**config.mk**
```make
export PLATFORM = sky130hd
export DESIGN_NAME = aaiw_prog_seq
export DESIGN_NICKNAME = d
export VERILOG_FILES = /design/src/rtl/aaiw_pkg.sv /design/src/rtl/aaiw_spi_byte.sv /design/src/rtl/aaiw_frame_tx.sv /design/src/rtl/aaiw_prog_seq.sv
export SDC_FILE = /design/constraint.sdc
export NUM_CORES = 1
export LEC_CHECK = 0
export BUFFER_PORTS_ARGS = -buffer_cell sky130_fd_sc_hd__buf_2
export CAP_MARGIN = 0
export CORE_MARGIN = 10
export CORE_UTILIZATION = 25
export CTS_CLUSTER_SIZE = 8
export DETAILED_ROUTE_END_ITERATION = 12
export MAX_ROUTING_LAYER = met4
export PLACE_DENSITY = 0.5
export SLEW_MARGIN = 25
export SYNTH_ARGS = -nofsm -noshare
export SYNTH_HDL_FRONTEND = slang
export SYNTH_HIERARCHICAL = 1
export SYNTH_SLANG_ARGS = --single-unit
```
**constraint.sdc**
```tcl
create_clock -name clk -period 2.46 [get_ports clk]
set_input_delay 0.369 -clock clk [delete_from_list [all_inputs] [get_ports clk]]
set_output_delay 0.369 -clock clk [all_outputs]
set_load 0.02 [all_outputs]
```
**src/rtl/aaiw_pkg.sv**
```systemverilog
// Shared opcodes and state types for the word-mode flash program sequencer.
package aaiw_pkg;
    localparam logic [7:0] OP_WR_EN   = 8'h06;
    localparam logic [7:0] OP_WR_DIS  = 8'h04;
    localparam logic [7:0] OP_BYTE_PG = 8'h02;
    localparam logic [7:0] OP_WORD_PG = 8'hAD;
    localparam logic [7:0] OP_STATUS  = 8'h05;

    typedef enum logic [2:0] {
        FK_WR_EN,
        FK_WR_DIS,
        FK_BYTE,
        FK_WORD_FIRST,
        FK_WORD_NEXT,
        FK_STATUS
    } frame_kind_t;

    typedef enum logic [3:0] {
        Q_IDLE,
        Q_WREN,
        Q_LEAD,
        Q_WORD,
        Q_WRDI,
        Q_POLL,
        Q_TWREN,
        Q_TBYTE,
        Q_TWRDI
    } seq_state_t;

    typedef enum logic [1:0] {
        RET_WORDS,
        RET_TAIL,
        RET_END
    } poll_ret_t;
endpackage

```
**src/rtl/aaiw_spi_byte.sv**
```systemverilog
// Mode-0 SPI byte shifter.
// Shifts one byte out MSB first and one byte in, one bit per 2*HALF_DIV clocks.
// Assumes go is only raised while busy is low; sclk ends every byte low.
module aaiw_spi_byte #(
    parameter int HALF_DIV = 2
) (
    input  logic       clk,
    input  logic       rst_n,
    input  logic       go,
    input  logic [7:0] tx,
    input  logic       miso,
    output logic       sclk,
    output logic       mosi,
    output logic [7:0] rx,
    output logic       busy,
    output logic       done
);
    localparam int DW = (HALF_DIV > 1) ? $clog2(HALF_DIV) : 1;

    logic [7:0]    sh_q;
    logic [7:0]    rx_q;
    logic [2:0]    bit_q;
    logic [DW-1:0] div_q;
    logic          sclk_q;
    logic          busy_q;
    logic          done_q;

    // Clock divider, shift register and bit counter for one byte.
    always_ff @(posedge clk) begin
        if (!rst_n) begin
            sh_q   <= '0;
            rx_q   <= '0;
            bit_q  <= '0;
            div_q  <= '0;
            sclk_q <= 1'b0;
            busy_q <= 1'b0;
            done_q <= 1'b0;
        end else begin
            done_q <= 1'b0;
            if (!busy_q) begin
                if (go) begin
                    busy_q <= 1'b1;
                    sh_q   <= tx;
                    bit_q  <= '0;
                    div_q  <= '0;
                    sclk_q <= 1'b0;
                end
            end else if (div_q == DW'(HALF_DIV - 1)) begin
                div_q <= '0;
                if (!sclk_q) begin
                    sclk_q <= 1'b1;
                    rx_q   <= {rx_q[6:0], miso};
                end else begin
                    sclk_q <= 1'b0;
                    sh_q   <= {sh_q[6:0], 1'b0};
                    bit_q  <= bit_q + 3'd1;
                    if (bit_q == 3'd7) begin
                        busy_q <= 1'b0;
                        done_q <= 1'b1;
                    end
                end
            end else begin
                div_q <= div_q + DW'(1);
            end
        end
    end

    assign sclk = sclk_q;
    assign mosi = sh_q[7];
    assign rx   = rx_q;
    assign busy = busy_q;
    assign done = done_q;
endmodule

```
**src/rtl/aaiw_frame_tx.sv**
```systemverilog
// Frame sender: opens chip select, emits the bytes of one command frame of the
// requested kind, pulls data bytes from the stream where the frame has data slots,
// closes chip select and pulses frame_done. Assumes start only while idle.
module aaiw_frame_tx
    import aaiw_pkg::*;
#(
    parameter int ADDR_BYTES = 3,
    parameter int HALF_DIV   = 2,
    localparam int ADDR_W    = 8 * ADDR_BYTES
) (
    input  logic              clk,
    input  logic              rst_n,
    input  logic              start,
    input  frame_kind_t       kind,
    input  logic [ADDR_W-1:0] addr,
    input  logic [7:0]        data_in,
    input  logic              data_valid,
    output logic              data_ready,
    output logic              data_take,
    output logic              cs_n,
    output logic              sclk,
    output logic              mosi,
    input  logic              miso,
    output logic [7:0]        status,
    output logic              frame_done
);
    typedef enum logic [1:0] {T_IDLE, T_LOAD, T_SHIFT, T_END} tx_state_t;

    tx_state_t         st_q;
    frame_kind_t       kind_q;
    logic [ADDR_W-1:0] addr_q;
    logic [3:0]        idx_q;
    logic              cs_q;
    logic [3:0]        last_idx;
    logic              is_data;
    logic [7:0]        cmd_byte;
    logic [7:0]        abyte;
    logic [7:0]        abytes [ADDR_BYTES];
    logic              go;
    logic              eng_done;
    logic              eng_busy;
    logic [7:0]        eng_rx;

    // Address bytes, most significant first.
    for (genvar g = 0; g < ADDR_BYTES; g++) begin : g_abyte
        assign abytes[g] = addr_q[ADDR_W-1-8*g -: 8];
    end

    // Frame length per kind (index of its last byte).
    always_comb begin
        case (kind_q)
            FK_BYTE:       last_idx = 4'(ADDR_BYTES + 1);
            FK_WORD_FIRST: last_idx = 4'(ADDR_BYTES + 2);
            FK_WORD_NEXT:  last_idx = 4'd2;
            FK_STATUS:     last_idx = 4'd1;
            default:       last_idx = 4'd0;
        endcase
    end

    // Address byte for the current byte index.
    always_comb begin
        abyte = 8'h00;
        for (int k = 0; k < ADDR_BYTES; k++) begin
            if (idx_q == 4'(k + 1)) abyte = abytes[k];
        end
    end

    // Content of the current byte slot: opcode, address, dummy or data.
    always_comb begin
        is_data  = 1'b0;
        cmd_byte = 8'h00;
        if (idx_q == 4'd0) begin
            case (kind_q)
                FK_WR_EN:      cmd_byte = OP_WR_EN;
                FK_WR_DIS:     cmd_byte = OP_WR_DIS;
                FK_BYTE:       cmd_byte = OP_BYTE_PG;
                FK_WORD_FIRST: cmd_byte = OP_WORD_PG;
                FK_WORD_NEXT:  cmd_byte = OP_WORD_PG;
                default:       cmd_byte = OP_STATUS;
            endcase
        end else begin
            case (kind_q)
                FK_BYTE, FK_WORD_FIRST: begin
                    if (idx_q <= 4'(ADDR_BYTES)) cmd_byte = abyte;
                    else                         is_data  = 1'b1;
                end
                FK_WORD_NEXT: is_data = 1'b1;
                default:      cmd_byte = 8'h00;
            endcase
        end
    end

    assign data_ready = (st_q == T_LOAD) && is_data;
    assign data_take  = data_ready && data_valid;
    assign go         = (st_q == T_LOAD) && (!is_data || data_valid);

    // Frame-level control: byte index and chip select.
    always_ff @(posedge clk) begin
        if (!rst_n) begin
            st_q   <= T_IDLE;
            kind_q <= FK_WR_EN;
            addr_q <= '0;
            idx_q  <= '0;
            cs_q   <= 1'b1;
        end else begin
            case (st_q)
                T_IDLE: if (start) begin
                    kind_q <= kind;
                    addr_q <= addr;
                    idx_q  <= '0;
                    cs_q   <= 1'b0;
                    st_q   <= T_LOAD;
                end
                T_LOAD: if (go) st_q <= T_SHIFT;
                T_SHIFT: if (eng_done) begin
                    if (idx_q == last_idx) begin
                        cs_q <= 1'b1;
                        st_q <= T_END;
                    end else begin
                        idx_q <= idx_q + 4'd1;
                        st_q  <= T_LOAD;
                    end
                end
                default: st_q <= T_IDLE;
            endcase
        end
    end

    aaiw_spi_byte #(.HALF_DIV(HALF_DIV)) u_byte (
        .clk  (clk),
        .rst_n(rst_n),
        .go   (go),
        .tx   (is_data ? data_in : cmd_byte),
        .miso (miso),
        .sclk (sclk),
        .mosi (mosi),
        .rx   (eng_rx),
        .busy (eng_busy),
        .done (eng_done)
    );

    assign cs_n       = cs_q;
    assign status     = eng_rx;
    assign frame_done = (st_q == T_END);
endmodule

```
**src/rtl/aaiw_prog_seq.sv**
```systemverilog
// Word-mode flash program sequencer (top).
// Orders the frames of one programming run: write-enable, optional leading
// single byte, word frames, write-disable, optional trailing single byte, with
// status polling after each program frame and an abort after MAX_POLLS busy reads.
// Assumes start is only acted on while idle and the flash is ready at start.
module aaiw_prog_seq
    import aaiw_pkg::*;
#(
    parameter int ADDR_BYTES = 3,
    parameter int LEN_W      = 16,
    parameter int HALF_DIV   = 2,
    parameter int MAX_POLLS  = 4096,
    localparam int ADDR_W    = 8 * ADDR_BYTES,
    localparam int PW        = $clog2(MAX_POLLS + 1)
) (
    input  logic              clk,
    input  logic              rst_n,
    input  logic              start,
    input  logic [ADDR_W-1:0] start_addr,
    input  logic [LEN_W-1:0]  byte_len,
    input  logic [7:0]        wr_data,
    input  logic              wr_valid,
    output logic              wr_ready,
    output logic              spi_cs_n,
    output logic              spi_sclk,
    output logic              spi_mosi,
    input  logic              spi_miso,
    output logic              busy,
    output logic              done,
    output logic              error,
    output logic [LEN_W-1:0]  bytes_sent
);
    seq_state_t        st_q;
    poll_ret_t         ret_q;
    logic              launch_q;
    logic [ADDR_W-1:0] addr_q;
    logic [LEN_W-1:0]  rem_q;
    logic              first_q;
    logic [PW-1:0]     polls_q;
    logic              done_q;
    logic              err_q;
    logic [LEN_W-1:0]  cnt_q;
    frame_kind_t       kind;
    logic              fdone;
    logic              ftake;
    logic [7:0]        fstatus;
    logic              two_left;

    assign two_left = (rem_q >= LEN_W'(2));

    // Frame kind for the current sequencer state.
    always_comb begin
        case (st_q)
            Q_LEAD, Q_TBYTE: kind = FK_BYTE;
            Q_WORD:          kind = first_q ? FK_WORD_FIRST : FK_WORD_NEXT;
            Q_WRDI, Q_TWRDI: kind = FK_WR_DIS;
            Q_POLL:          kind = FK_STATUS;
            default:         kind = FK_WR_EN;
        endcase
    end

    // Sequencer: picks the next frame when the current one completes.
    always_ff @(posedge clk) begin
        if (!rst_n) begin
            st_q     <= Q_IDLE;
            ret_q    <= RET_WORDS;
            launch_q <= 1'b0;
            addr_q   <= '0;
            rem_q    <= '0;
            first_q  <= 1'b1;
            polls_q  <= '0;
            done_q   <= 1'b0;
            err_q    <= 1'b0;
            cnt_q    <= '0;
        end else begin
            launch_q <= 1'b0;
            if (ftake) cnt_q <= cnt_q + LEN_W'(1);
            case (st_q)
                Q_IDLE: if (start) begin
                    addr_q  <= start_addr;
                    rem_q   <= byte_len;
                    cnt_q   <= '0;
                    err_q   <= 1'b0;
                    first_q <= 1'b1;
                    if (byte_len == '0) begin
                        done_q <= 1'b1;
                    end else begin
                        done_q   <= 1'b0;
                        st_q     <= Q_WREN;
                        launch_q <= 1'b1;
                    end
                end
                Q_WREN: if (fdone) begin
                    launch_q <= 1'b1;
                    if (addr_q[0])     st_q <= Q_LEAD;
                    else if (two_left) st_q <= Q_WORD;
                    else               st_q <= Q_WRDI;
                end
                Q_LEAD: if (fdone) begin
                    addr_q   <= addr_q + ADDR_W'(1);
                    rem_q    <= rem_q - LEN_W'(1);
                    polls_q  <= '0;
                    ret_q    <= RET_WORDS;
                    st_q     <= Q_POLL;
                    launch_q <= 1'b1;
                end
                Q_WORD: if (fdone) begin
                    addr_q   <= addr_q + ADDR_W'(2);
                    rem_q    <= rem_q - LEN_W'(2);
                    first_q  <= 1'b0;
                    polls_q  <= '0;
                    ret_q    <= RET_WORDS;
                    st_q     <= Q_POLL;
                    launch_q <= 1'b1;
                end
                Q_WRDI: if (fdone) begin
                    polls_q  <= '0;
                    ret_q    <= RET_TAIL;
                    st_q     <= Q_POLL;
                    launch_q <= 1'b1;
                end
                Q_POLL: if (fdone) begin
                    if (fstatus[0]) begin
                        if (polls_q == PW'(MAX_POLLS - 1)) begin
                            err_q  <= 1'b1;
                            done_q <= 1'b1;
                            st_q   <= Q_IDLE;
                        end else begin
                            polls_q  <= polls_q + PW'(1);
                            launch_q <= 1'b1;
                        end
                    end else begin
                        case (ret_q)
                            RET_WORDS: begin
                                st_q     <= two_left ? Q_WORD : Q_WRDI;
                                launch_q <= 1'b1;
                            end
                            RET_TAIL: begin
                                if (rem_q == LEN_W'(1)) begin
                                    st_q     <= Q_TWREN;
                                    launch_q <= 1'b1;
                                end else begin
                                    done_q <= 1'b1;
                                    st_q   <= Q_IDLE;
                                end
                            end
                            default: begin
                                st_q     <= Q_TWRDI;
                                launch_q <= 1'b1;
                            end
                        endcase
                    end
                end
                Q_TWREN: if (fdone) begin
                    st_q     <= Q_TBYTE;
                    launch_q <= 1'b1;
                end
                Q_TBYTE: if (fdone) begin
                    addr_q   <= addr_q + ADDR_W'(1);
                    rem_q    <= rem_q - LEN_W'(1);
                    polls_q  <= '0;
                    ret_q    <= RET_END;
                    st_q     <= Q_POLL;
                    launch_q <= 1'b1;
                end
                Q_TWRDI: if (fdone) begin
                    done_q <= 1'b1;
                    st_q   <= Q_IDLE;
                end
                default: st_q <= Q_IDLE;
            endcase
        end
    end

    aaiw_frame_tx #(
        .ADDR_BYTES(ADDR_BYTES),
        .HALF_DIV  (HALF_DIV)
    ) u_frame (
        .clk       (clk),
        .rst_n     (rst_n),
        .start     (launch_q),
        .kind      (kind),
        .addr      (addr_q),
        .data_in   (wr_data),
        .data_valid(wr_valid),
        .data_ready(wr_ready),
        .data_take (ftake),
        .cs_n      (spi_cs_n),
        .sclk      (spi_sclk),
        .mosi      (spi_mosi),
        .miso      (spi_miso),
        .status    (fstatus),
        .frame_done(fdone)
    );

    assign busy       = (st_q != Q_IDLE);
    assign done       = done_q;
    assign error      = err_q;
    assign bytes_sent = cnt_q;
endmodule

```
After elaboration in Yosys (flattened, before gate mapping)
Index checks and enable logic that the tools add are counted.
{ "word_totals": {"regBits": 129, "latchBits": 0, "mem_bits_rw": 0, "rom_bits": 0, "inputBits": 53, "output_inout_bits": 23, "word_cells": 231, "mem_count": 0} }
{ "classes": {"addsub": 9, "mul": 0, "div_mod_pow": 0, "n_lt_le_gt_ge": 2, "n_eq_ne": 49, "n_shift": 0, "mux": 106, "bitwise_logic": 1, "n_reduce_logical": 42} }
{ "ops": {"columns": ["op", "count"], "rows": [
  ["two-way mux 16 bit", 6],
  ["two-way mux 8 bit", 11],
  ["two-way mux 24 bit", 3],
  ["one-hot mux 24 bit (3 select lines)", 1],
  ["two-way mux 13 bit", 4],
  ["two-way mux 4 bit", 12],
  ["one-hot mux 16 bit (3 select lines)", 1],
  ["two-way mux 1 bit", 38],
  ["inequality test 2 bit, second input constant", 16],
  ["one-hot mux 8 bit (4 select lines)", 1],
  ["one-hot mux 13 bit (2 select lines)", 1],
  ["adder 24 x 1 -> 24 bit, second input constant", 1],
  ["adder 24 x 2 -> 24 bit, second input constant", 1],
  ["two-way mux 3 bit", 8],
  ["one-hot mux 3 bit (4 select lines)", 2],
  ["one-hot mux 4 bit (6 select lines)", 1],
  ["AND reduction 4 bit", 5],
  ["adder 16 x 1 -> 16 bit, second input constant", 1],
  ["equality test 16 x 1 -> 1 bit, second input constant", 1],
  ["equality test 4 x 2 -> 1 bit, second input constant", 4],
  ["equality test 4 x 3 -> 1 bit, second input constant", 4],
  [">= comparator 16 x 2 -> 1 bit, second input constant", 1],
  ["logical NOT 16 bit", 1],
  ["one-hot mux 4 bit (2 select lines)", 2],
  ["41 further kinds", 83]
]} }

Longest topological paths before layout
{ "depth": {"word_depth": 10, "ltp_mapped": 13, "ltp_nobuf": 12} }

Hierarchy
Netlist, hierarchy kept.
{ "by_module_without_submodules": {"columns": ["mod", "n_inst", "cells_per_inst", "area_per_inst_um2", "seq_area_each_um2"], "rows": [
  ["aaiw_prog_seq", 1, 658, 4931.0, 1581.5],
  ["aaiw_frame_tx", 1, 259, 1940.6, 680.7],
  ["aaiw_spi_byte", 1, 93, 948.4, 460.4]
]} }

Least setup slack after synthesis
OpenSTA, ideal clock, no wires.
{ "synth_path": {"path_type": "register to register", "startpoint": "reg u_frame.idx_q[0]", "endpoint": "reg cnt_q[15], in the netlist bytes_sent[15]", "setup_ps": 128, "t_arrival_ps": 2741, "required_ps": 2332, "path_slack_ps": -408, "stages_incl_launch_ff": 14, "path_buffers": 1, "period_less_slack_ps": 2868, "cell_sequence": "dfxtp_1 -> inv_1 -> ha_1 -> or3b_2 -> a2bb2oi_2 -> nor2_1 -> and2_1 -> clkbuf_1 -> nand4_1 -> nor3_1 -> and2_1 -> nand4_1 -> xor2_1 -> nor2_1"} }
{ "synth_via": {"elab_chain_len": 9, "elab_cells_between_ends": 10, "cone_classes": "1 x order compare; 6 x mux; 3 x reduce/logical"} }
{ "synth_lines": {"columns": ["item", "line_no", "text"], "rows": [
  ["start: declaration", "aaiw_frame_tx.sv:32", "logic [3:0] idx_q;"],
  ["start signal: assignment", "aaiw_frame_tx.sv:120", "idx_q <= idx_q + 4'd1;"],
  ["less-or-equal comparator 4 x 2 -> 1 bit", "aaiw_frame_tx.sv:84", "if (idx_q <= 4'(ADDR_BYTES)) cmd_byte = abyte;"],
  ["two-way mux 1 bit", "aaiw_frame_tx.sv:84", null],
  ["one-hot mux 1 bit (2 select lines)", "aaiw_frame_tx.sv:82", "case (kind_q)"],
  ["two-way mux 1 bit *", "aaiw_frame_tx.sv:72", "if (idx_q == 4'd0) begin"],
  ["logical AND 1 bit *", "aaiw_frame_tx.sv:93", "assign data_ready = (st_q == T_LOAD) && is_data;"],
  ["via wr_ready", "aaiw_prog_seq.sv:23", "output logic wr_ready,"],
  ["logical AND 1 bit *", "aaiw_frame_tx.sv:94", "assign data_take = data_ready && data_valid;"],
  ["via ftake", "aaiw_prog_seq.sv:45", "logic ftake;"],
  ["two-way mux 16 bit *", "aaiw_prog_seq.sv:77", "if (ftake) cnt_q <= cnt_q + LEN_W'(1);"],
  ["two-way mux 16 bit", "aaiw_prog_seq.sv:79", "Q_IDLE: if (start) begin"],
  ["two-way mux 16 bit *", "aaiw_prog_seq.sv:78", "case (st_q)"],
  ["end signal: assignment", "aaiw_prog_seq.sv:77", null],
  ["end: declaration", "aaiw_prog_seq.sv:42", "logic [LEN_W-1:0] cnt_q;"]
]} }
Mark *: on every way through the listed nets, which the timed path passes. The rest lies on a longest branch.
A chain may end at the register's enable or synchronous reset.

Worst setup path after layout
{ "layout_path": {"startpoint": "reg rem_q[2]", "endpoint": "reg rem_q[15]"} }
{ "layout_via": {"elab_chain_len": 3, "elab_cells_between_ends": 5, "cone_classes": "2 x add/sub; 3 x mux"} }
{ "layout_lines": {"columns": ["item", "line_no", "text"], "rows": [
  ["start: declaration", "aaiw_prog_seq.sv:37", "logic [LEN_W-1:0] rem_q;"],
  ["start signal: assignment", "aaiw_prog_seq.sv:81", "rem_q <= byte_len;"],
  ["start signal: assignment", "aaiw_prog_seq.sv:101", "rem_q <= rem_q - LEN_W'(1);"],
  ["start signal: assignment", "aaiw_prog_seq.sv:109", "rem_q <= rem_q - LEN_W'(2);"],
  ["subtractor 16 x 1 -> 16 bit or subtractor 16 x 2 -> 16 bit (tied branches)", "aaiw_prog_seq.sv:101, aaiw_prog_seq.sv:160, aaiw_prog_seq.sv:109", null],
  ["two-way mux 16 bit (on tied branches)", "aaiw_prog_seq.sv:99, aaiw_prog_seq.sv:158, aaiw_prog_seq.sv:107", null],
  ["one-hot mux 16 bit (3 select lines) *", "aaiw_prog_seq.sv:78", null]
]} }
Mark *: on every way between the ends. The rest lies on a longest branch, timed or not. The select of a mux whose other input is x is not followed.

==> flow_metrics.env <==
export IMPL_status="finished, final reports clean"
export IMPL_drive_gt1_share_pct=19.7
export IMPL_place_ws_ps=54.9
export IMPL_area_growth_pct=24.6
export IMPL_cts_tree="done"
export IMPL_avgSynthCellArea_um2=7.65
export IMPL_core_mm2=0.0297
export IMPL_gp_congestion=0.907
export IMPL_viasPerCell=5.07
export IMPL_cts_sinks=129
export IMPL_nets=1164
export IMPL_busiest_layer="met2"
export IMPL_irDropWorstVdd_mv=0.423
export IMPL_slew_headroom_pct=60.9
export IMPL_ant_nets=0
export IMPL_critPathMaxFanout=5
export IMPL_finalSetupViolCount=0
export IMPL_worst_pin_slew_ps=582
export IMPL_met2_usage_pct=19.7
export IMPL_grt_overflow_total=0
export IMPL_crit_type="reg2reg"
export IMPL_end_kind="flop"
export IMPL_hold_violations=0
export IMPL_grt_pass1_vias=7311
export IMPL_antenna_found_initial=0
export IMPL_slowest_delay_ps=530
export IMPL_arrival_ps=2670
export IMPL_r2r_start="rem_q[2]"
export IMPL_regToRegSetupSlack_ps=120
export IMPL_placed_cell_area_mm2=0.00877
export IMPL_min_period_ps=2340
export IMPL_power_density_cell_area_mw_per_mm2=907
export IMPL_drt_iter0_markers=539
export IMPL_die_h_um=194
export IMPL_first_pass_iters=5
export IMPL_synth_cell_area_mm2=0.00757
export IMPL_clock_root_buffer="clkbuf_16"
export IMPL_synth_nets=1057
export IMPL_grt_met3_usage_pct=2.80
export IMPL_rows=63
export IMPL_dr_total_vias=7602
export IMPL_start_util_pct=25.5
export IMPL_fin_area_mm2=0.00943
export IMPL_cts_reportedPaths_clkPinSlew_ps=70
export IMPL_synth_warnings=6
export IMPL_io_pins=76
export IMPL_wire_per_inst_um=17.0
export IMPL_numPortBuffers=75
export IMPL_grt_max_degree=52
export IMPL_grt_usage_pct=13.5
export IMPL_path_cells="inv_2 -> ha_4 -> or3b_1 -> or3_4 -> or4b_4 -> nor2_4 -> a211oi_1 -> a311oi_1"
export IMPL_antennaDiodeCount=0
export IMPL_globalRouteMet1Util_pct=18.7
export IMPL_cap_violations=0
export IMPL_worstRegToRegCells=8
export IMPL_numCtsBuffers=17
export IMPL_drt_total_wl_um=25500
export IMPL_finalWorstSetupSlack_ps=124
export IMPL_crit_end="rem_q[15]"
export IMPL_cp_required_ps=2800
export IMPL_grt_pass1_wl_um=40900
export IMPL_fin_crit_sh_pct=95.0
export IMPL_cp_startpoint="rem_q[2]"
export IMPL_die_area_mm2=0.0376
export IMPL_leakage_uw=0.00353
export IMPL_start_kind="flop"
export IMPL_cts_buffer_depth=2
export IMPL_syn_instance_count=989
export IMPL_cp_slowest_cell="or4b_4"
export IMPL_totalPowerFinal_uw=8550
export IMPL_final_cells=1499
export IMPL_route_detailed_drc=0
export IMPL_slew_viol_final=0
export IMPL_die_x_um=194
export IMPL_htreeDepth=4
export IMPL_hold_class="in2reg"
export IMPL_fmax_mhz=428
export IMPL_insertion_delay_ps=420
export IMPL_r2r_end="rem_q[15]"
export IMPL_dp_hpwl_um=19000
export IMPL_placed_cells=1464
export IMPL_skew_ps=10.6
[stage by stage]
stage	setup TNS, ps	hold slack, ps	util, %
2_1_floorplan	0	428	-
3_3_place_gp	0	442	29.5
3_5_place_dp	0	443	29.5
4_1_cts	0	187	31.4
5_1_grt	-29.3	215	31.7
6_report	0	205	31.7
[registers in the layout (all words and copies together) (netlist names), 2 cells and up]
register and flops:
u_frame/u_byte/bit_q 3, u_frame/abytes 24, st_q 4, rem_q 16, addr_q 24, u_frame/idx_q 4, u_frame/u_byte/sh_q 8, bytes_sent 16
polls_q 13, u_frame/kind_q 3, u_frame/st_q 2, ret_q 2
[metal layers]
metal,vias to the layer above,part of all wire (%)
met5,-,0
met4,0,1.0
met3,23,4.6
met2,208,44
met1,3569,50
li1,3802,-
[placed cells by master (no fill, tap or decap), types with 5 or more instances in the layout]
cell type / count
nor4_1: 11
nor2_1: 104
o211ai_1: 13
nand2b_1: 13
o21a_1: 12
a31oi_1: 6
nand4_1: 12
nand2_1: 129
xor2_1: 22
a211oi_1: 12
a221oi_1: 6
clkbuf_16: 17
o22ai_1: 6
xnor2_1: 16
dfxtp_1: 125
inv_6: 6
o221ai_1: 6
and3_1: 14
o31ai_1: 15
buf_4: 68
ha_1: 13
buf_2: 75
nor3_1: 23
and2_1: 6
o21ai_0: 71
a21oi_1: 85
a21boi_0: 28
mux2i_1: 13
and4_1: 5
inv_1: 19
nor2b_1: 8
or3_1: 8
nand3_1: 27
[how the worst min path moves through the flow]
stage	startpoint	endpoint	slack, ps	depth (start not counted)
after global placement	u_frame/u_byte/bit_q[1]	u_frame/u_byte/bit_q[1]	440	2
final	start_addr[10]	addr_q[10]	200	3
after CTS	spi_miso	u_frame/u_byte/rx[0]	190	3
after floorplan	u_frame/u_byte/sh_q[0]	u_frame/u_byte/sh_q[0]	430	2
after global routing	start_addr[10]	addr_q[10]	210	3
after detailed placement	u_frame/u_byte/sh_q[0]	u_frame/u_byte/sh_q[0]	440	2
[critical path: cells and delay by family (launching register included)]
| family | cells | cell delay, ps |
|---|---|---|
| flip-flops | 1 | 350 |
| buffers and inverters | 1 | 80 |
| AND/OR/NAND/NOR | 4 | 1360 |
| AO/OA/AOI/OAI | 2 | 330 |
| adder cells (fa/ha/maj) | 1 | 140 |
[cell type report]
cell class,instances,area [um^2]
fillers,3150,20300
inverters,23,86.3
multi-input cells,779,4740
repair buffers,146,946
flip-flops and latches,129,2590
clock inverters,15,148
clock buffers,17,425
well taps,390,488
[report_power, final]
| part | switching, uW | internal [uW] | leakage (uW) |
|---|---|---|---|
| clock | 1070 | 1420 | 0.000279 |
| combinational | 1930 | 1300 | 0.00220 |
| sequential | 420 | 2410 | 0.00105 |
| total | 3420 | 5130 | 0.00353 |
[timing repair]
action                                  4_1_cts  5_1_grt
endpoints found under the setup margin        0       19
buffers inserted                              0        3
hold buffers                                  0        0
resized for setup                             0       19
Power figures use the tool's default switching activity.
